File: config.mk
export PLATFORM = sky130hd
export DESIGN_NAME = resp_slot_buffer
export DESIGN_NICKNAME = d
export VERILOG_FILES = /design/src/rtl/rsb_pkg.sv /design/src/rtl/rsb_rst_sync.sv /design/src/rtl/rsb_slot_ctrl.sv /design/src/rtl/rsb_fill_tracker.sv /design/src/rtl/rsb_beat_store.sv /design/src/rtl/resp_slot_buffer.sv
export SDC_FILE = /design/constraint.sdc
export NUM_CORES = 1
export LEC_CHECK = 0
export BUFFER_PORTS_ARGS = -buffer_cell sky130_fd_sc_hd__buf_2
export CORE_MARGIN = 5
export CORE_UTILIZATION = 43
export CTS_CLUSTER_DIAMETER = 50
export DETAILED_ROUTE_END_ITERATION = 12
export PLACE_DENSITY = 0.68
export REMOVE_ABC_BUFFERS = 1
export SLEW_MARGIN = 10
export SYNTH_ARGS = -nofsm -noshare
export SYNTH_HDL_FRONTEND = slang
export SYNTH_SLANG_ARGS = --single-unit
export TNS_END_PERCENT = 100
File: constraint.sdc
create_clock -name clk -period 24.2 [get_ports clk]
set_clock_uncertainty 0.05 [all_clocks]
set_input_delay 3.63 -clock clk [delete_from_list [all_inputs] [get_ports clk]]
set_output_delay 3.63 -clock clk [all_outputs]
set_load 0.005 [all_outputs]
File: src/rtl/rsb_pkg.sv
package rsb_pkg;
  typedef enum logic [1:0] {
    SLOT_IDLE     = 2'd0,
    SLOT_FILL     = 2'd1,
    SLOT_WAIT_CPL = 2'd2,
    SLOT_DONE     = 2'd3
  } slot_state_e;

  typedef enum logic {
    KIND_READ    = 1'b0,
    KIND_NPWRITE = 1'b1
  } req_kind_e;
endpackage

File: src/rtl/rsb_rst_sync.sv
module rsb_rst_sync (
  input  logic clk,
  input  logic rst_n_in,
  output logic rst_n_out
);
  logic [1:0] sync_q;

  always_ff @(posedge clk or negedge rst_n_in) begin
    if (!rst_n_in) sync_q <= 2'b00;
    else           sync_q <= {sync_q[0], 1'b1};
  end

  assign rst_n_out = sync_q[1];
endmodule

File: src/rtl/rsb_slot_ctrl.sv
module rsb_slot_ctrl
  import rsb_pkg::*;
(
  input  logic        clk,
  input  logic        rst_n,
  input  logic        req_valid,
  input  logic        req_kind,
  input  logic        beat_valid,
  input  logic        wcpl_valid,
  input  logic        rsp_sent,
  input  logic        fill_last,
  output logic        alloc,
  output logic        beat_accept,
  output slot_state_e state,
  output logic        kind_write,
  output logic        proto_err
);
  slot_state_e state_q, state_d;
  req_kind_e   kind_q;
  logic        err_q, err_d;

  assign alloc       = req_valid && (state_q == SLOT_IDLE);
  assign beat_accept = beat_valid && (state_q == SLOT_FILL);

  always_comb begin
    state_d = state_q;
    case (state_q)
      SLOT_IDLE:     if (req_valid)
                       state_d = (req_kind == KIND_NPWRITE) ? SLOT_WAIT_CPL : SLOT_FILL;
      SLOT_FILL:     if (beat_accept && fill_last) state_d = SLOT_DONE;
      SLOT_WAIT_CPL: if (wcpl_valid) state_d = SLOT_DONE;
      SLOT_DONE:     if (rsp_sent) state_d = SLOT_IDLE;
      default:       state_d = SLOT_IDLE;
    endcase
  end

  always_comb begin
    err_d = (beat_valid && (state_q != SLOT_FILL)) ||
            (wcpl_valid && (state_q != SLOT_WAIT_CPL));
  end

  always_ff @(posedge clk or negedge rst_n) begin
    if (!rst_n) begin
      state_q <= SLOT_IDLE;
      err_q   <= 1'b0;
    end else begin
      state_q <= state_d;
      err_q   <= err_d;
    end
  end

  always_ff @(posedge clk or negedge rst_n) begin
    if (!rst_n)     kind_q <= KIND_READ;
    else if (alloc) kind_q <= req_kind_e'(req_kind);
  end

  assign state      = state_q;
  assign kind_write = (kind_q == KIND_NPWRITE);
  assign proto_err  = err_q;

  assert_alloc_holds_R2: assert property (@(posedge clk) disable iff (!rst_n)
    alloc |=> (state_q != SLOT_IDLE));
  assert_kind_stable_R8: assert property (@(posedge clk) disable iff (!rst_n)
    ((state_q != SLOT_IDLE) && req_valid) |=> $stable(kind_q));
  assert_write_cpl_R5: assert property (@(posedge clk) disable iff (!rst_n)
    ((state_q == SLOT_WAIT_CPL) && wcpl_valid) |=> (state_q == SLOT_DONE));
  assert_retire_R6: assert property (@(posedge clk) disable iff (!rst_n)
    ((state_q == SLOT_DONE) && rsp_sent) |=> (state_q == SLOT_IDLE));
  assert_done_waits_R6: assert property (@(posedge clk) disable iff (!rst_n)
    ((state_q == SLOT_DONE) && !rsp_sent) |=> (state_q == SLOT_DONE));
  assert_stray_beat_R7: assert property (@(posedge clk) disable iff (!rst_n)
    (beat_valid && (state_q != SLOT_FILL)) |=> proto_err);
endmodule

File: src/rtl/rsb_fill_tracker.sv
module rsb_fill_tracker #(
  parameter int CAP_BYTES  = 64,
  parameter int BEAT_BYTES = 8
) (
  input  logic                                           clk,
  input  logic                                           rst_n,
  input  logic                                           alloc,
  input  logic [$clog2(CAP_BYTES):0]                     req_len,
  input  logic                                           beat_accept,
  output logic                                           fill_last,
  output logic [$clog2(CAP_BYTES/BEAT_BYTES)-1:0]        beat_idx
);
  localparam int LEN_W   = $clog2(CAP_BYTES) + 1;
  localparam int NBEATS  = CAP_BYTES / BEAT_BYTES;
  localparam int IDX_W   = $clog2(NBEATS);
  localparam int BEAT_SH = $clog2(BEAT_BYTES);
  localparam logic [LEN_W-1:0] CAP_L  = LEN_W'(CAP_BYTES);
  localparam logic [LEN_W-1:0] BEAT_L = LEN_W'(BEAT_BYTES);

  logic [LEN_W-1:0] fill_q, fill_d;
  logic [LEN_W-1:0] target_q, target_d;
  logic [LEN_W-1:0] len_clamped;
  logic [LEN_W-1:0] fill_shifted;
  logic [LEN_W:0]   fill_after;
  logic             cnt_en;

  always_comb begin
    if ((req_len == '0) || (req_len > CAP_L)) len_clamped = CAP_L;
    else                                      len_clamped = req_len;
  end

  assign cnt_en = alloc || beat_accept;

  always_comb begin
    fill_d   = fill_q;
    target_d = target_q;
    if (alloc) begin
      fill_d   = '0;
      target_d = len_clamped;
    end else if (beat_accept) begin
      fill_d = fill_q + BEAT_L;
    end
  end

  always_ff @(posedge clk or negedge rst_n) begin
    if (!rst_n) begin
      fill_q   <= '0;
      target_q <= CAP_L;
    end else if (cnt_en) begin
      fill_q   <= fill_d;
      target_q <= target_d;
    end
  end

  assign fill_after   = {1'b0, fill_q} + {1'b0, BEAT_L};
  assign fill_last    = (fill_after >= {1'b0, target_q});
  assign fill_shifted = fill_q >> BEAT_SH;
  assign beat_idx     = fill_shifted[IDX_W-1:0];

  assert_fill_bound_R9: assert property (@(posedge clk) disable iff (!rst_n)
    fill_q <= CAP_L);
  assert_target_range_R4: assert property (@(posedge clk) disable iff (!rst_n)
    (target_q != '0) && (target_q <= CAP_L));
endmodule

File: src/rtl/rsb_beat_store.sv
module rsb_beat_store #(
  parameter int CAP_BYTES  = 64,
  parameter int BEAT_BYTES = 8
) (
  input  logic                                    clk,
  input  logic                                    rst_n,
  input  logic                                    alloc,
  input  logic                                    beat_accept,
  input  logic [$clog2(CAP_BYTES/BEAT_BYTES)-1:0] beat_idx,
  input  logic [BEAT_BYTES*8-1:0]                 beat_data,
  output logic [CAP_BYTES*8-1:0]                  rsp_data
);
  localparam int NBEATS = CAP_BYTES / BEAT_BYTES;
  localparam int DW     = BEAT_BYTES * 8;
  localparam int IDX_W  = $clog2(NBEATS);

  for (genvar g = 0; g < NBEATS; g++) begin : g_word
    logic          wr_en;
    logic [DW-1:0] word_q, word_d;

    assign wr_en  = alloc || (beat_accept && (beat_idx == IDX_W'(g)));
    assign word_d = alloc ? '0 : beat_data;

    always_ff @(posedge clk or negedge rst_n) begin
      if (!rst_n)     word_q <= '0;
      else if (wr_en) word_q <= word_d;
    end

    assign rsp_data[g*DW +: DW] = word_q;
  end

  assert_store_untouched_R7: assert property (@(posedge clk) disable iff (!rst_n)
    (!alloc && !beat_accept) |=> $stable(rsp_data));
endmodule

File: src/rtl/resp_slot_buffer.sv
module resp_slot_buffer
  import rsb_pkg::*;
#(
  parameter int CAP_BYTES  = 64,
  parameter int BEAT_BYTES = 8
) (
  input  logic                          clk,
  input  logic                          rst_n,
  input  logic                          req_valid,
  input  logic                          req_kind,
  input  logic [$clog2(CAP_BYTES):0]    req_len,
  output logic                          req_ready,
  input  logic                          beat_valid,
  input  logic [BEAT_BYTES*8-1:0]       beat_data,
  input  logic                          wcpl_valid,
  input  logic                          rsp_sent,
  output logic                          busy,
  output logic                          rsp_ready,
  output logic                          rsp_is_write,
  output logic [CAP_BYTES*8-1:0]        rsp_data,
  output logic                          proto_err
);
  localparam int NBEATS = CAP_BYTES / BEAT_BYTES;
  localparam int IDX_W  = $clog2(NBEATS);

  logic              rst_n_sync;
  logic              alloc, beat_accept, fill_last, kind_write;
  logic [IDX_W-1:0]  beat_idx;
  slot_state_e       state;

  rsb_rst_sync u_rst (
    .clk       (clk),
    .rst_n_in  (rst_n),
    .rst_n_out (rst_n_sync)
  );

  rsb_slot_ctrl u_ctrl (
    .clk         (clk),
    .rst_n       (rst_n_sync),
    .req_valid   (req_valid),
    .req_kind    (req_kind),
    .beat_valid  (beat_valid),
    .wcpl_valid  (wcpl_valid),
    .rsp_sent    (rsp_sent),
    .fill_last   (fill_last),
    .alloc       (alloc),
    .beat_accept (beat_accept),
    .state       (state),
    .kind_write  (kind_write),
    .proto_err   (proto_err)
  );

  rsb_fill_tracker #(.CAP_BYTES(CAP_BYTES), .BEAT_BYTES(BEAT_BYTES)) u_fill (
    .clk         (clk),
    .rst_n       (rst_n_sync),
    .alloc       (alloc),
    .req_len     (req_len),
    .beat_accept (beat_accept),
    .fill_last   (fill_last),
    .beat_idx    (beat_idx)
  );

  rsb_beat_store #(.CAP_BYTES(CAP_BYTES), .BEAT_BYTES(BEAT_BYTES)) u_store (
    .clk         (clk),
    .rst_n       (rst_n_sync),
    .alloc       (alloc),
    .beat_accept (beat_accept),
    .beat_idx    (beat_idx),
    .beat_data   (beat_data),
    .rsp_data    (rsp_data)
  );

  assign req_ready    = (state == SLOT_IDLE);
  assign busy         = (state != SLOT_IDLE);
  assign rsp_ready    = (state == SLOT_DONE);
  assign rsp_is_write = busy && kind_write;

  assert_ready_excl_R2: assert property (@(posedge clk) disable iff (!rst_n_sync)
    !(req_ready && rsp_ready));
  assert_free_after_sent_R6: assert property (@(posedge clk) disable iff (!rst_n_sync)
    (rsp_ready && rsp_sent) |=> req_ready);
  assert_write_no_data_R5: assert property (@(posedge clk) disable iff (!rst_n_sync)
    rsp_is_write |-> (rsp_data == '0));
endmodule

==> run metrics <==
Slew HR 0.215; final instance area 26,600 um2; TritonRoute pass-1 iters 5; drt via density 5.31; WP data required 24.58 ns; Final GP Congestion between 0.8 and 0.9; dpl ws roughly 18 ns; share of layout cells above drive strength 1 0.299; Cells after DPL about 3.4k; gr ovfl total 0; total power 3.06 mW; Avg Inst Size Synth 9.49 um2; CTS hold repair buffers 0; number of synthesized flops with an enable pin 0; vias in the first global route 18.6k; Netlist cell types 40; gr usage total 0.266; final cycle utilization of the critical path 0.255; crit path kind input port to flop; cells after synthesis about 2.3k; Final ANT Viol Nets 0; Final Hold Vio Count 0; final cell count without fillers 3,497; Final Util 0.533; area of the mapped netlist 21,500 um2; Primary FF master, synth dfrtp_1; placed cell area 24,600 um2; # nets final about 2.9k; die width ~230 um; RSZ-0062 raised after global routing false; FP Rows between 80 and 90; first-pass GRT wire length 113,000 um; DPL Wire Length between 40,000 and 50,000 um; most used cell, CP buf_4; Peak VDD IR 71.9 uV; Max Clock Freq 0.162 GHz; outcome finished, final reports clean; Worst-Margin Slew around 1.2 ns; worst-path maximum fanout between 80 and 90; Final WS setup 18.03 ns; sequential share of the synthesized area 0.615; Starting DRT DRC Count 1,505; clk buf depth 3; CP arrival 6.55 ns; Bufs and invs on worst path 3; H-Tree Depth 2; CP cell instances buf_2 > and2_4 > buf_4 > buf_4 > a21oi_1; routed vias 18.6k; Die ar. 54,600 um2; final setup TNS 0 ns; clk sinks 529; CP Capture Type flop; Final setup viols 0; total routed wirelength 75,200 um; synth-to-layout area growth 23.6%; Core Box Area 49,900 um2; share of Yosys cell area claimed by the top area cell type 0.614; wire per inst 21.5 um; input/output buffers 594; Setup Buffers After CTS 0; Ports between 500 and 600; CTS tree yes; CTS root buf clkbuf_16; CTS clk-pin slew, worst paths 0.06 ns; DRC violations left 0; Yosys top cell by area dfrtp_1; CTS resizes 0; slowest CP cell buf_4; Warnings, synthesis 0; asr flop ratio synth 1.00; initial antenna violation count 3; static leakage 13.5 nW; Initial Utilization 0.432; cell family with the largest share of critical-path delay buffers and inverters; Die H 234 um; pwr/cell area 115 nW/um2; largest net degree at the start of global routing 185; CP max stage delay 0.95 ns; top post-synthesis cells by area dfrtp_1 (61%), nand2_1 (17%), a21oi_1 (6.3%); Fin Hold WS about 0.32 ns; crit path launch type input port; CTS Buf Count 57; Final min period 6.17 ns; clock latency on the worst-skew pair roughly 0.60 ns; Hold WC Path Type flop to flop; fin. max-slew vios 0; # Max-Cap Violations 0; flop and latch count out of synthesis 529
area by class of cell:
class | count | area, um2
Antenna cell | 1 | 2.50
Fill cell | 4637 | 23300
Timing Repair Buffer | 611 | 3130
Tap cell | 672 | 841
Multi-Input combinational cell | 1562 | 7330
Sequential cell | 529 | 13200
Clock buffer | 83 | 1700
Inverter | 16 | 60.1
Clock inverter | 23 | 295
cell usage after synthesis, types with 6 or more instances:
cell type	instances
ha_1	14
inv_1	16
nand3b_1	6
o21ai_0	115
dfrtp_1	528
a21oi_1	272
o21ai_1	20
nand2_1	977
clkbuf_1	51
buf_2	57
buf_1	9
a21oi_2	120
buf_6	39
metal layers:
| layer | GRT usage | routed length, um | vias to the layer above |
|---|---|---|---|
| met4 | 0.0997 | 2970 | 2 |
| li1 | - | - | 8340 |
| met2 | 0.433 | 35700 | 847 |
| met5 | 0 | 16 | - |
| met1 | 0.347 | 29800 | 9223 |
| met3 | 0.0683 | 6740 | 172 |
cell families (layout without fill, tap and decap cells):
family / Yosys count / in the layout / share of synthesized area
AOI/OAI and AO/OA: 537 / 537 / 0.147
and+or+nand+nor: 1008 / 1008 / 0.180
DFF: 529 / 529 / 0.615
xor gates and xnor gates: 2 / 2 / 0.000814
other: 1 / 2 / 0.000174
adders and majority gates: 14 / 14 / 0.00814
buffers and inverters: 177 / 733 / 0.0482
where the power goes:
group | internal, mW | leakage, nW | switching (mW)
clock network | 0.542 | 0.970 | 0.364
registers | 1.14 | 7.14 | 0.145
logic | 0.333 | 5.38 | 0.535
total | 2.02 | 13.5 | 1.04
final timing paths:
path / from / to / slack [ns] / depth (start not counted)
setup / recovery: req_valid / u_store.g_word[1].word_q[45]$_DFFE_PN0P_ / 18.03 / 5
hold / removal: u_rst.sync_q[0]$_DFF_PN0_ / u_rst.sync_q[1]$_DFF_PN0_ / 0.32 / 0
setup reg to reg: u_ctrl.state[0]$_DFFE_PN0P_ / u_store.g_word[1].word_q[45]$_DFFE_PN0P_ / 20.18 / 6
hold reg to reg: u_rst.sync_q[0]$_DFF_PN0_ / u_rst.sync_q[1]$_DFF_PN0_ / 0.32 / 0
max in group asynchronous: u_rst.sync_q[1]$_DFF_PN0_ / u_store.g_word[6].word_q[31]$_DFFE_PN0P_ / 20.56 / 3
min in group asynchronous: u_rst.sync_q[1]$_DFF_PN0_ / u_store.g_word[3].word_q[2]$_DFFE_PN0P_ / 0.36 / 0
cell usage in the layout, fill, tap and decap left out, types with 2 or more instances in the layout:
cell type / n
and2_4: 4
o2111ai_1: 3
a21oi_1: 270
inv_6: 2
buf_12: 2
a21oi_2: 120
clkbuf_16: 59
a21oi_4: 2
o21ai_1: 20
nand2_4: 3
clkbuf_1: 11
and3_2: 2
nor2_1: 2
ha_1: 14
nand3_4: 3
inv_1: 16
bufinv_16: 5
xnor2_1: 2
clkbuf_8: 13
nand3_1: 2
nand3b_1: 6
clkinv_2: 8
clkinvlp_4: 4
nand2_1: 975
o21ai_0: 115
buf_2: 594
clkinv_8: 3
buf_4: 15
dfrtp_1: 527
nor3_1: 2
sequential cells by signal (all words and copies together), names as in the netlist:
signal,count
u_ctrl.state,2
u_store.g_word.word_q,512
u_rst.sync_q,2
u_ctrl.kind_write,1
u_fill.target_q,7
u_fill.fill_q,4
u_ctrl.proto_err,1
(Power assumes the default switching activity.)
